--- src/rtl/rxw_pkg.sv ---
// Shared types for the receive buffer writer.
// Assumes nothing beyond standard SystemVerilog.
package rxw_pkg;
    // Outcome of a closed frame.
    typedef enum logic [1:0] {
        OUTCOME_NONE  = 2'd0,
        OUTCOME_DONE  = 2'd1,
        OUTCOME_PURGE = 2'd2
    } outcome_t;
endpackage

--- src/rtl/rxw_addr_step.sv ---
// Write address register for the receive buffer writer.
// Holds a split address {hi, lo}. On load it takes the base. On step the low part
// advances by one, and a carry out of the low part goes into the high part.
// Assumes load and step are never asserted together.
module rxw_addr_step #(
    parameter int LO_W      = 16,
    parameter int HI_W      = 8,
    parameter int PAGE_BITS = 8
) (
    input  logic            clk,
    input  logic            rst_n,
    input  logic            load,
    input  logic            step,
    input  logic [HI_W-1:0] base_hi,
    input  logic [LO_W-1:0] base_lo,
    output logic [HI_W-1:0] addr_hi,
    output logic [LO_W-1:0] addr_lo,
    output logic            page_cross
);
    localparam logic [PAGE_BITS-1:0] PAGE_LAST = '1;

    logic [LO_W:0]   lo_sum;
    logic [HI_W-1:0] hi_next;

    // Next low address with its carry, and the high part after the carry.
    always_comb begin
        lo_sum  = {1'b0, addr_lo} + {{LO_W{1'b0}}, 1'b1};
        hi_next = addr_hi + {{(HI_W-1){1'b0}}, lo_sum[LO_W]};
    end

    // Flags a step that leaves the last word of a page.
    assign page_cross = step && (addr_lo[PAGE_BITS-1:0] == PAGE_LAST);

    // Address register: reset, load of the base, or single-word step.
    always_ff @(posedge clk) begin
        if (!rst_n) begin
            addr_hi <= '0;
            addr_lo <= '0;
        end else if (load) begin
            addr_hi <= base_hi;
            addr_lo <= base_lo;
        end else if (step) begin
            addr_hi <= hi_next;
            addr_lo <= lo_sum[LO_W-1:0];
        end
    end

    AST_PAGE_WRAP: assert property (@(posedge clk) disable iff (!rst_n)
        page_cross |=> (addr_lo[PAGE_BITS-1:0] == '0));
    AST_HI_CARRY: assert property (@(posedge clk) disable iff (!rst_n)
        (step && !load && addr_lo == '1) |=> (addr_hi == $past(addr_hi) + 1'b1));
endmodule

--- src/rtl/rxw_room.sv ---
// Remaining-capacity counter for the receive buffer writer.
// Loads the buffer capacity at frame start and counts down once per stored word.
// Assumes dec is only raised while the counter is not empty.
module rxw_room #(
    parameter int CNT_W = 16
) (
    input  logic             clk,
    input  logic             rst_n,
    input  logic             load,
    input  logic             dec,
    input  logic [CNT_W-1:0] size,
    output logic [CNT_W-1:0] room,
    output logic             empty
);
    assign empty = (room == '0);

    // Counter: load capacity, or take one word off.
    always_ff @(posedge clk) begin
        if (!rst_n)     room <= '0;
        else if (load)  room <= size;
        else if (dec)   room <= room - 1'b1;
    end

    AST_NO_UNDERFLOW: assert property (@(posedge clk) disable iff (!rst_n)
        dec |-> !empty);
endmodule

--- src/rtl/rxw_verdict.sv ---
// End-of-frame judge for the receive buffer writer.
// When fire is raised it turns the capacity, the final remaining room and the
// overflow flag into one registered pulse. The pulse is a completion with the
// used count, or a purge for a runt frame.
// Assumes fire lasts a single cycle per frame.
module rxw_verdict
    import rxw_pkg::*;
#(
    parameter int CNT_W    = 16,
    parameter int RUNT_MIN = 6
) (
    input  logic             clk,
    input  logic             rst_n,
    input  logic             fire,
    input  logic             ovf,
    input  logic [CNT_W-1:0] size,
    input  logic [CNT_W-1:0] room,
    output logic             done_pulse,
    output logic [CNT_W-1:0] done_count,
    output logic             purge_pulse
);
    localparam logic [CNT_W-1:0] RUNT_LIM = CNT_W'(RUNT_MIN);

    outcome_t         pick;
    logic [CNT_W-1:0] used;

    // Words stored, then the outcome: overflow wins over the runt check.
    always_comb begin
        used = size - room;
        if (!fire)                 pick = OUTCOME_NONE;
        else if (ovf)              pick = OUTCOME_DONE;
        else if (used < RUNT_LIM)  pick = OUTCOME_PURGE;
        else                       pick = OUTCOME_DONE;
    end

    // Output register: one-cycle pulses and the reported count.
    always_ff @(posedge clk) begin
        if (!rst_n) begin
            done_pulse  <= 1'b0;
            purge_pulse <= 1'b0;
            done_count  <= '0;
        end else begin
            done_pulse  <= (pick == OUTCOME_DONE);
            purge_pulse <= (pick == OUTCOME_PURGE);
            if (pick == OUTCOME_DONE) done_count <= ovf ? '1 : used;
        end
    end

    AST_ONE_OUTCOME: assert property (@(posedge clk) disable iff (!rst_n)
        !(done_pulse && purge_pulse));
    AST_DONE_NOT_RUNT: assert property (@(posedge clk) disable iff (!rst_n)
        done_pulse |-> (done_count >= RUNT_LIM));
    AST_OVF_ALL_ONES: assert property (@(posedge clk) disable iff (!rst_n)
        (fire && ovf) |=> (done_pulse && done_count == '1));
endmodule

--- src/rtl/rx_buf_writer.sv ---
// Receive buffer writer, top level.
// Opens a frame on frame_start and stores each valid word at the next buffer
// address while capacity remains. Words beyond capacity are dropped and mark
// overflow. On frame_end it hands the outcome to the judge.
// Assumes frame_start and frame_end are not raised in the same cycle.
// A word presented with frame_start is ignored.
module rx_buf_writer #(
    parameter int DATA_W    = 16,
    parameter int LO_W      = 16,
    parameter int HI_W      = 8,
    parameter int CNT_W     = 16,
    parameter int PAGE_BITS = 8,
    parameter int RUNT_MIN  = 6
) (
    input  logic              clk,
    input  logic              rst_n,
    input  logic              frame_start,
    input  logic [HI_W-1:0]   base_hi,
    input  logic [LO_W-1:0]   base_lo,
    input  logic [CNT_W-1:0]  buf_words,
    input  logic              word_valid,
    input  logic [DATA_W-1:0] word_data,
    input  logic              frame_end,
    output logic              wr_en,
    output logic [HI_W-1:0]   wr_addr_hi,
    output logic [LO_W-1:0]   wr_addr_lo,
    output logic [DATA_W-1:0] wr_data,
    output logic              done_pulse,
    output logic [CNT_W-1:0]  done_count,
    output logic              purge_pulse
);
    logic             open_q;
    logic             ovf_q;
    logic [CNT_W-1:0] size_q;
    logic [HI_W-1:0]  cur_hi;
    logic [LO_W-1:0]  cur_lo;
    logic [CNT_W-1:0] room;
    logic             room_empty;
    logic             page_cross;
    logic             accept;
    logic             store;
    logic             spill;
    logic             close;
    logic [CNT_W-1:0] room_final;
    logic             ovf_final;

    // Classify this cycle's word and frame end against the open frame.
    always_comb begin
        accept     = open_q && word_valid && !frame_start;
        store      = accept && !room_empty;
        spill      = accept && room_empty;
        close      = open_q && frame_end && !frame_start;
        room_final = store ? room - 1'b1 : room;
        ovf_final  = ovf_q || spill;
    end

    // Frame state: open flag, overflow flag and latched capacity.
    always_ff @(posedge clk) begin
        if (!rst_n) begin
            open_q <= 1'b0;
            ovf_q  <= 1'b0;
            size_q <= '0;
        end else if (frame_start) begin
            open_q <= 1'b1;
            ovf_q  <= 1'b0;
            size_q <= buf_words;
        end else begin
            if (close) open_q <= 1'b0;
            if (spill) ovf_q  <= 1'b1;
        end
    end

    // Memory write port register: one write per stored word.
    always_ff @(posedge clk) begin
        if (!rst_n) begin
            wr_en      <= 1'b0;
            wr_addr_hi <= '0;
            wr_addr_lo <= '0;
            wr_data    <= '0;
        end else begin
            wr_en <= store;
            if (store) begin
                wr_addr_hi <= cur_hi;
                wr_addr_lo <= cur_lo;
                wr_data    <= word_data;
            end
        end
    end

    rxw_addr_step #(
        .LO_W      (LO_W),
        .HI_W      (HI_W),
        .PAGE_BITS (PAGE_BITS)
    ) u_addr (
        .clk        (clk),
        .rst_n      (rst_n),
        .load       (frame_start),
        .step       (store),
        .base_hi    (base_hi),
        .base_lo    (base_lo),
        .addr_hi    (cur_hi),
        .addr_lo    (cur_lo),
        .page_cross (page_cross)
    );

    rxw_room #(
        .CNT_W (CNT_W)
    ) u_room (
        .clk   (clk),
        .rst_n (rst_n),
        .load  (frame_start),
        .dec   (store),
        .size  (buf_words),
        .room  (room),
        .empty (room_empty)
    );

    rxw_verdict #(
        .CNT_W    (CNT_W),
        .RUNT_MIN (RUNT_MIN)
    ) u_verdict (
        .clk         (clk),
        .rst_n       (rst_n),
        .fire        (close),
        .ovf         (ovf_final),
        .size        (size_q),
        .room        (room_final),
        .done_pulse  (done_pulse),
        .done_count  (done_count),
        .purge_pulse (purge_pulse)
    );

    AST_IDLE_QUIET: assert property (@(posedge clk) disable iff (!rst_n)
        (!open_q && !frame_start) |=> (!wr_en && !done_pulse && !purge_pulse));
    AST_WRITE_STEP: assert property (@(posedge clk) disable iff (!rst_n)
        (wr_en && $past(wr_en)) |-> ({wr_addr_hi, wr_addr_lo} == $past({wr_addr_hi, wr_addr_lo}) + 1'b1));
    AST_NO_WRITE_PAST_CAP: assert property (@(posedge clk) disable iff (!rst_n)
        spill |=> !wr_en);
    AST_PULSE_SINGLE: assert property (@(posedge clk) disable iff (!rst_n)
        (done_pulse || purge_pulse) |=> !(done_pulse || purge_pulse));
    AST_PAGE_SEEN: assert property (@(posedge clk) disable iff (!rst_n)
        page_cross |-> store);
endmodule

--- config.mk ---
export PLATFORM = sky130hd
export DESIGN_NAME = rx_buf_writer
export DESIGN_NICKNAME = d
export VERILOG_FILES = /design/src/rtl/rxw_pkg.sv /design/src/rtl/rxw_addr_step.sv /design/src/rtl/rxw_room.sv /design/src/rtl/rxw_verdict.sv /design/src/rtl/rx_buf_writer.sv
export SDC_FILE = /design/constraint.sdc
export NUM_CORES = 1
export LEC_CHECK = 0
export BUFFER_PORTS_ARGS = -buffer_cell sky130_fd_sc_hd__buf_2
export CAP_MARGIN = 0
export CORE_ASPECT_RATIO = 1.75
export CORE_MARGIN = 1.5
export CORE_UTILIZATION = 55
export DETAILED_ROUTE_END_ITERATION = 6
export GPL_TIMING_DRIVEN = 0
export MAX_ROUTING_LAYER = met4
export PLACE_DENSITY = 0.82
export REMOVE_ABC_BUFFERS = 1
export SYNTH_ARGS = -nofsm -noshare
export SYNTH_HDL_FRONTEND = slang
export SYNTH_SLANG_ARGS = --single-unit
export TNS_END_PERCENT = 30
--- constraint.sdc ---
create_clock -name clk -period 10.5 [get_ports clk]
set_input_delay 1.575 -clock clk [delete_from_list [all_inputs] [get_ports clk]]
set_output_delay 1.575 -clock clk [all_outputs]
set_load 0.05 [all_outputs]
==> results of run 1 <==
[flip-flops by register name, summed over array words and instances (netlist names)]
| name | count |
|---|---|
| wr_addr_lo | 16 |
| wr_en | 1 |
| size_q | 16 |
| wr_data | 16 |
| u_verdict.purge_pulse | 1 |
| u_room.room | 16 |
| u_addr.addr_hi | 8 |
| u_verdict.done_pulse | 1 |
| u_verdict.done_count | 16 |
| wr_addr_hi | 8 |
| ovf_q | 1 |
| open_q | 1 |
| u_addr.addr_lo | 16 |
[where the power goes]
group          switching, W  internal, W
clock              0.000241     0.000361
sequential        0.0000214     0.000462
combinational      0.000153    0.0000901
total              0.000416     0.000914
[cells by family (layout without fill, tap and decap cells)]
| logic type | after synthesis | count (layout) | share of synthesized area, % |
|---|---|---|---|
| AO/OA/AOI/OAI | 228 | 228 | 24.9 |
| XOR/XNOR | 32 | 32 | 5.26 |
| adder cells (fa/ha/maj) | 11 | 11 | 2.07 |
| buffers and inverters | 65 | 170 | 4.38 |
| flip-flops | 117 | 117 | 36.6 |
| multiplexers | 9 | 9 | 1.45 |
| AND/OR/NAND/NOR | 329 | 329 | 25.3 |
[routing by layer]
layer	GRT usage (%)	vias to the layer above	wire length [microns]
met2	52.3	244	9400
met3	5.84	62	956
met1	30.6	2973	6480
met4	15.1	0	759
li1	-	3053	-
met5	-	-	0
[final timing paths]
kind	start	to	slack [ns]	cells after the start
max	frame_start	u_verdict.done_count[10]	3.70	18
min	wr_data[10]	wr_data[10]	0.45	2
max reg2reg	u_room.room[13]	u_verdict.done_count[10]	4.37	18
min reg2reg	wr_data[10]	wr_data[10]	0.45	2
[cells in the final DEF (no fill, tap or decap), types with 17 or more instances in the layout]
cell and instances:
nand2_1 144, and3_1 20, o21ai_0 49, nor3_1 18, a21oi_1 84, xnor2_1 22, dfxtp_1 117, nor2_1 54
clkbuf_16 17, buf_2 119
[per-stage QoR]
stage          instance area, sq um  total power [W]  instances  util (%)  setup WS (ns)
4_1_cts                        7630          0.00133       1031      66.6           3.76
2_1_floorplan                  6180         0.000659        742         -           4.13
5_1_grt                        7630          0.00138       1031      66.6           3.21
3_5_place_dp                   7010         0.000729        999      61.2           3.40
3_3_place_gp                   6940         0.000725        996      60.6           2.15
6_report                       7630          0.00133       1031      66.6           3.70
[worst register-to-register path: cells and delay by family (launching register included)]
kind,cells,cell delay (ns)
and+or+nand+nor,7,3.11
adders and majority gates,2,0.64
xor gates and xnor gates,2,0.50
AOI/OAI and AO/OA,7,1.46
DFF,1,0.36
[cell type report]
class                   count  share of cell area, %
clock buffers              17                   5.58
clock inverters            15                   2.49
inverters                  16                  0.804
multi-input cells         609                   49.6
flip-flops and latches    117                   30.7
well taps                 135                   2.21
repair buffers            122                   8.59
==> summary.txt, run 1 <==
RSZ-0062 raised after global routing: no
max-slew violation total from the final report: 0
critical path type: in2reg
kind of cell adding the most delay to the critical path: simple AND/OR/NAND/NOR gates
length of the first detailed-routing pass in iterations: 6
Synth top cells by count: 145 x nand2_1, 117 x dfxtp_1, 84 x a21oi_1, 54 x nor2_1, 49 x o21ai_0
critical-path maximum fanout: 56
biggest area consumer among synthesized cells: dfxtp_1
Setup Buffers After CTS: 0
total length of routed wires: 17.6 mm
setup-violating endpoint count in the final report: 0
count of filler cells inserted in the layout: 1019
main area contributors after synthesis: dfxtp_1 37%, nand2_1 8.5%, a21oi_1 6.6%, o21ai_0 3.8%, nor2_1 3.2%
sequential share of the synthesized area: 36.6%
Synth warnings: 0
DR vias/cell: 6.14
Final Hold Violating Endpoints: 0
Sink Count: 117
max_slew headroom: 28.1%
number of synthesized flops with an enable pin: 0
area share of the largest cell type after synthesis: 36.6%
summed negative setup slack over all endpoints: 0 ns
Worst Setup End Kind: flip-flop
routed length per instance: 17.1 microns
number of maximum-capacitance violations: 0
number of clock buffers inserted by TritonCTS: 17
fraction of final layout cells with drive strength greater than 1: 20.9%
leakage power figure: 3.11 nW
run status: finished clean
wire length of the first global-routing pass: 28.9 mm
weighted congestion reported at the end of routability-driven placement: 0.957
htree depth: 4
maximum achievable frequency: 0.147 GHz
slew of the pin with the lowest slew margin: 1.08 ns
root buf cell: clkbuf_16
number of buffers on the longest clock path: 2
worst-path cell with the longest stage delay: and3b_1
initial core utilization: 55.9%
worst hold slack: 0.450 ns
flip-flop cell with the highest count after synthesis: dfxtp_1
Cell Rows: 52
placeable core region: 0.0115 sq mm
total of flip-flops plus latches after synthesis: 117
GRT Resource Usage Total: 29.6%
final setup skew: 0.0118 ns
TritonCTS clock tree: done
Antenna Nets Post-Route: 0
insertion delay to the later sink of the worst-skew pair: 0.42 ns
initial antenna violation count: 0
Post-route DRC: 0
arrival time reported for the critical path endpoint: 7.15 ns
synthesized instance count: 791
vias in the first global route: 6144
clock-pin slew of the registers on the worst-case setup and hold paths: 0.06 ns
total number of vias: 6332
aggregate global routing overflow: 0
most common cell in the synthesized netlist: nand2_1
total area of multi-input combinational cells: 0.00378 sq mm
synthesized cell area: 0.00640 sq mm
Buffers on Ports: 119
worst min path class: reg2reg
largest stage delay on the critical path: 0.71 ns
average cell area after synthesis: 8.09 sq um
Final #Nets: 953
antenna cells: 0
count of distinct cell types in the synthesized netlist: 79
pin count of the biggest net entering global routing: 57
number of resized instances in the post-cts repair step: 0
power per standard cell area: 174 mW/mm^2
die outline area: 0.0123 sq mm
CTS Hold Bufs: 0
fin crit share: 64.8%
final HPWL from detailed placement: 12.3 mm
top-level I/O count: 120
Synth async-reset ratio: 0%
crit path launch type: input pin
Vert. Die Dim: 146 microns
horizontal extent of the die: 84.5 microns
chain of cells forming the critical path: buf_2, and3b_1, nand2_2, nor3_1, xnor2_1, ha_1, nand2b_1, o21ai_0, a211oi_1, a31o_2, a221oi_1, o22a_1, o22ai_1, maj3_1, xor2_1, nand4_1, or3b_1, a2bb2oi_2
buffering stage count on the worst path with inverters included: 1
clock period minus worst slack: 6.80 ns
synthesis-to-finish area growth: 19.2%
Reg area: 0.00234 sq mm
Starting DRT DRC Count: 473
WP data required: 10.85 ns
Peak supply drop: 178 uV
Note: power is estimated with default switching activity, not from simulation.
==> run 2, diff against run 1 <==
--- a/config.mk
+++ b/config.mk
@@ -9,11 +9,11 @@
 export CAP_MARGIN = 0
 export CORE_ASPECT_RATIO = 1.75
 export CORE_MARGIN = 1.5
-export CORE_UTILIZATION = 55
+export CORE_UTILIZATION = 51
 export DETAILED_ROUTE_END_ITERATION = 6
 export GPL_TIMING_DRIVEN = 0
 export MAX_ROUTING_LAYER = met4
-export PLACE_DENSITY = 0.82
+export PLACE_DENSITY = 0.8
 export REMOVE_ABC_BUFFERS = 1
 export SYNTH_ARGS = -nofsm -noshare
 export SYNTH_HDL_FRONTEND = slang
==> constraint.sdc (replaced) <==
create_clock -name clk -period 5.8 [get_ports clk]
set_input_delay 0.87 -clock clk [delete_from_list [all_inputs] [get_ports clk]]
set_output_delay 0.87 -clock clk [all_outputs]
set_load 0.05 [all_outputs]
==> run 2 against run 1 <==
  * The run now ends with design-rule violations left
  * Clock-buffer cell count increased by 1
  * Cell area increased by 1.5%
  * Non-clock buffer count increased by 7
  * Setup slack got worse by 3.3 ns
  * Critical endpoint is now u_verdict.done_count[7]
  * Hold slack got worse by 0.00066 ns
  * Total power increased by 75%
==> summary.txt, run 2 (synthesis results as in run 1) <==
maximum achievable frequency: 0.185 GHz
slew of the pin with the lowest slew margin: 0.907 ns
Antenna Nets Post-Route: 0
met3 track demand over resource in global routing: 4.85%
DR vias/cell: 5.90
switching share of power: 31.1%
most common cell after layout, fill and taps aside: nand2_1
count of filler cells inserted in the layout: 1108
pin count of the biggest net entering global routing: 62
initial core utilization: 51.8%
Post-route DRC: 1
internal power: 0.00161 W
power per standard cell area: 301 mW/mm^2
worst-path cell with the longest stage delay: or4b_1
horizontal extent of the die: 87.7 microns
violations in the final reports: design-rule violations
Buffers on Ports: 119
busiest layer in global routing: met2
Sink Count: 117
max-slew violation total from the final report: 0
number of buffers on the longest clock path: 2
global-route met1 utilization: 28.3%
TritonCTS clock tree: done
GRT Resource Usage Total: 26.6%
setup-violating endpoint count in the final report: 0
worst path setup slack after routing: 0.403 ns
summed negative setup slack over all endpoints: 0 ns
crit path launch type: flip-flop
WP data required: 6.15 ns
Cell Rows: 54
Final #Nets: 961
clock-pin slew of the registers on the worst-case setup and hold paths: 0.06 ns
Starting DRT DRC Count: 401
Final Hold Violating Endpoints: 0
largest stage delay on the critical path: 0.64 ns
critical path type: reg2reg
startpoint of the lowest-slack hold path: wr_addr_hi[2]
number of maximum-capacitance violations: 0
max_slew headroom: 39.2%
synthesis-to-finish area growth: 21.0%
run status: finished, violations left
startpoint of the worst setup timing path: u_room.room[1]
Global Route met2 Usage: 45.9%
clock network fraction of design power: 43.7%
insertion delay to the later sink of the worst-skew pair: 0.42 ns
fin crit share: 93.1%
total length of routed wires: 17.2 mm
vias in the first global route: 5821
initial antenna violation count: 1
final setup skew: 0.0111 ns
top-level I/O count: 120
most frequent cells in the layout: 144 x nand2_1, 118 x buf_2, 117 x dfxtp_1
register share of total power: 37.6%
htree depth: 4
final HPWL from detailed placement: 12.0 mm
Peak supply drop: 226 uV
fraction of final layout cells with drive strength greater than 1: 21.8%
weighted congestion reported at the end of routability-driven placement: 0.950
Vert. Die Dim: 151 microns
placeable core region: 0.0124 sq mm
die outline area: 0.0133 sq mm
routed length per instance: 16.0 microns
length of the first detailed-routing pass in iterations: 7
root buf cell: clkbuf_16
aggregate global routing overflow: 0
leakage power figure: 3.14 nW
critical-path maximum fanout: 11
wire length of the first global-routing pass: 27.0 mm
chain of cells forming the critical path: inv_1, ha_1, or4b_1, nor4_4, nor2_4, xnor2_1, ha_1, nor2b_1, or3_1, o221ai_1, o311a_4, a21oi_1, o21a_1, nor3_1, nand4_1, nor4_1, nand4_1, or3b_4, a2bb2oi_2
worst min path class: reg2reg
launch instance of the worst register-to-register path: u_room.room[1]
power share of the combinational group: 18.7%
worst setup slack before clock tree synthesis: -0.731 ns
setup slack, reg-to-reg: 0.40 ns
number of clock buffers inserted by TritonCTS: 17
arrival time reported for the critical path endpoint: 5.75 ns
clock period minus worst slack: 5.40 ns
total number of vias: 6332
RSZ-0062 raised after global routing: no
Worst Setup End Kind: flip-flop
power dissipated by switching net loads: 0.000724 W
==> run 2: critical path: cells and delay by family (launching register included) <==
family | cells | cell delay, ns
AND/OR/NAND/NOR | 10 | 3.18
AO/OA/AOI/OAI | 5 | 0.99
adder cells (fa/ha/maj) | 2 | 0.48
flip-flops | 1 | 0.37
XOR/XNOR | 1 | 0.24
buffers and inverters | 1 | 0.08
==> run 2: worst paths after layout <==
path,end,depth (start not counted)
setup / recovery,u_verdict.done_count[7],19
hold / removal,wr_addr_hi[2],2
setup reg to reg,u_verdict.done_count[7],19
hold reg to reg,wr_addr_hi[2],2
==> run 2: metrics by stage <==
| step | hold slack [ns] | util (%) | area [sq um] | total power, W | cells |
|---|---|---|---|---|---|
| floorplan | 0.442 | - | 6180 | 0.00119 | 742 |
| global placement | 0.439 | 56.5 | 6990 | 0.00130 | 1029 |
| detailed placement | 0.443 | 57.2 | 7070 | 0.00131 | 1032 |
| CTS | 0.452 | 62.1 | 7680 | 0.00233 | 1066 |
| global route | 0.465 | 62.6 | 7750 | 0.00242 | 1073 |
| finish | 0.449 | 62.6 | 7750 | 0.00233 | 1073 |
==> run 2: timing repair <==
item | 4_1_cts | 5_1_grt
buffers inserted | 2 | 5
cloned | 0 | 1
pin swaps | 1 | 2
setup endpoints to repair | 16 | 16
gates resized for setup | 4 | 5
hold buffers | 0 | 0
==> run 2: metal layers <==
layer | part of all wire, % | vias to the layer above
met5 | 0 | -
met4 | 3.9 | 0
met3 | 5.0 | 55
met2 | 53 | 249
met1 | 38 | 2955
li1 | - | 3073
==> run 2: power by group through the flow <==
stage / Combinational, W / Sequential (W) / Clock (W)
finish: 0.000436 / 0.000876 / 0.00102
global route: 0.000473 / 0.000881 / 0.00107
CTS: 0.000427 / 0.000874 / 0.00103
detailed placement: 0.000422 / 0.000891 / 0
global placement: 0.000412 / 0.000891 / 0
floorplan: 0.000278 / 0.000915 / 0
==> run 2: area by class of cell <==
class	count	area [sq um]	share of cell area, %
Multi-Input combinational cell	610	3830	49.5
Antenna cell	1	2.50	0.0323
Clock buffer	18	429	5.54
Sequential cell	117	2340	30.2
Timing Repair Buffer	129	726	9.37
Tap cell	168	210	2.71
Inverter	16	61.3	0.791
Clock inverter	14	141	1.83
==> run 3, diff against run 2 <==
==> constraint.sdc (replaced) <==
create_clock -name clk -period 5.8 [get_ports clk]
set_input_delay 0.29 -clock clk [delete_from_list [all_inputs] [get_ports clk]]
set_output_delay 0.29 -clock clk [all_outputs]
set_load 0.05 [all_outputs]
==> run 3 against run 2 <==
  * The run now ends clean
  * Critical path depth unchanged
  * Via count down 2.0%
  * Maximum frequency down 0.28%
  * Sequential cell count unchanged
  * Highest routed layer unchanged
==> summary.txt, run 3 (synthesis results as in run 1) <==
DR vias/cell: 5.81
Peak supply drop: 226 uV
power dissipated by switching net loads: 0.000721 W
setup-violating endpoint count in the final report: 0
Final #Nets: 957
number of buffers on the longest clock path: 2
root buf cell: clkbuf_16
Post-route DRC: 0
initial core utilization: 51.8%
most frequent cells in the layout: 144 x nand2_1, 119 x buf_2, 117 x dfxtp_1
critical-path maximum fanout: 22
routed length on met2: 8.98 mm
TritonCTS clock tree: done
Worst Setup End Kind: flip-flop
max-slew violation total from the final report: 0
register share of total power: 37.6%
max_slew headroom: 27.7%
Sink Count: 117
Buffers on Ports: 119
GRT Resource Usage Total: 26.6%
die outline area: 0.0133 sq mm
routed length per instance: 16.0 microns
final HPWL from detailed placement: 12.0 mm
Final Hold Violating Endpoints: 0
clock-pin slew of the registers on the worst-case setup and hold paths: 0.06 ns
pin count of the biggest net entering global routing: 62
length of the first detailed-routing pass in iterations: 7
internal power: 0.00161 W
number of clock buffers inserted by TritonCTS: 17
fin crit share: 93.3%
placed instance area: 0.00707 sq mm
clock period minus worst slack: 5.41 ns
slew of the pin with the lowest slew margin: 1.08 ns
DR WL met3: 784 microns
number of maximum-capacitance violations: 0
horizontal extent of the die: 87.7 microns
arrival time reported for the critical path endpoint: 5.68 ns
Starting DRT DRC Count: 429
switching share of power: 31.0%
WP data required: 6.06 ns
Vert. Die Dim: 151 microns
CTS Hold Bufs: 0
wire length of the first global-routing pass: 27.0 mm
top-level I/O count: 120
total number of vias: 6208
run status: finished clean
worst min path class: in2reg
crit path launch type: flip-flop
clock network fraction of design power: 43.7%
Top Metal Used: met4
worst-path cell with the longest stage delay: or4b_1
power per standard cell area: 302 mW/mm^2
Antenna Nets Post-Route: 0
maximum achievable frequency: 0.185 GHz
most common cell after layout, fill and taps aside: nand2_1
worst path setup slack after routing: 0.387 ns
fraction of final layout cells with drive strength greater than 1: 21.3%
weighted congestion reported at the end of routability-driven placement: 0.950
aggregate global routing overflow: 0
synthesis-to-finish area growth: 20.5%
largest stage delay on the critical path: 0.63 ns
power share of the combinational group: 18.7%
final setup skew: 0.0107 ns
critical path type: reg2reg
vias in the first global route: 5822
chain of cells forming the critical path: inv_1, ha_1, or4b_1, nor4_4, nor2_4, xnor2_1, ha_1, nor2b_1, or3_1, o221ai_1, o311a_4, a2111oi_4, o211ai_2, a2111oi_4, o21a_1, nor3_1, and4_1, nor2_4, a311oi_1
initial antenna violation count: 1
Final Instance Area: 0.00771 sq mm
met1 wire length: 6.63 mm
htree depth: 4
insertion delay to the later sink of the worst-skew pair: 0.42 ns
RSZ-0062 raised after global routing: no
leakage power figure: 3.12 nW
Cell Rows: 54
placeable core region: 0.0124 sq mm
total length of routed wires: 17.1 mm
worst setup slack before clock tree synthesis: -0.389 ns
-- run 3: cell types whose count changed in the layout (fill, tap and decap cells not counted), sizes merged --
cell / previous run / this run
nor2: 58 / 57
buf: 128 / 126
clkbuf: 19 / 18
-- run 3: critical path: cells and delay by family, from the launching register on --
kind	cells	cell delay, ns
AOI/OAI and AO/OA	7	1.76
xor gates and xnor gates	1	0.20
adders and majority gates	2	0.47
buffers and inverters	1	0.08
DFF	1	0.37
and+or+nand+nor	8	2.37
-- run 3: repair_timing --
item                                    in CTS  in global routing
pin swaps                                    1                  1
buffers inserted                             2                  2
endpoints found under the setup margin      16                 16
hold endpoints to repair                     0                  0
resized for setup                            3                  3
-- run 3: layout make-up --
class                      count  area (sq um)
fill                        1114          4650
sequential                   117          2340
tap                          168           210
multi-input combinational    609          3820
clock buffer                  18           429
inverter                      16          61.3
clock inverter                14           141
antenna                        1          2.50
timing repair buffer         126           701
-- run 3: final timing paths --
kind	start	to	slack [ns]	cells after the start
worst max-delay path	u_room.room[1]	u_verdict.done_count[6]	0.39	19
worst max register to register	u_room.room[1]	u_verdict.done_count[6]	0.39	19
worst min-delay path	word_data[11]	wr_data[11]	0.11	3
worst min register to register	wr_addr_hi[7]	wr_addr_hi[7]	0.45	2
-- run 3: per-stage QoR --
stage	instances	setup TNS (ns)	power, W	hold WS [ns]	util [%]
6_report	1069	0	0.00233	0.111	62.4
5_1_grt	1069	0	0.00242	0.101	62.4
4_1_cts	1066	0	0.00233	0.101	62.1
3_5_place_dp	1032	-4.40	0.00131	0.443	57.2
3_3_place_gp	1029	-22.78	0.00130	0.439	56.5
2_1_floorplan	742	0	0.00119	0.369	-
-- run 3: power by group through the flow --
stage / combinational (W) / sequential [W] / clock (W)
after floorplan: 0.000278 / 0.000915 / 0
after global placement: 0.000412 / 0.000891 / 0
after detailed placement: 0.000422 / 0.000891 / 0
after CTS: 0.000427 / 0.000874 / 0.00103
after global routing: 0.000471 / 0.000881 / 0.00107
final: 0.000434 / 0.000876 / 0.00102
-- run 3: metal layers --
metal | track usage (%) | up-vias
li1 | - | 3058
met1 | 28.3 | 2885
met2 | 45.9 | 210
met3 | 4.85 | 55
met4 | 14.4 | 0
met5 | - | -
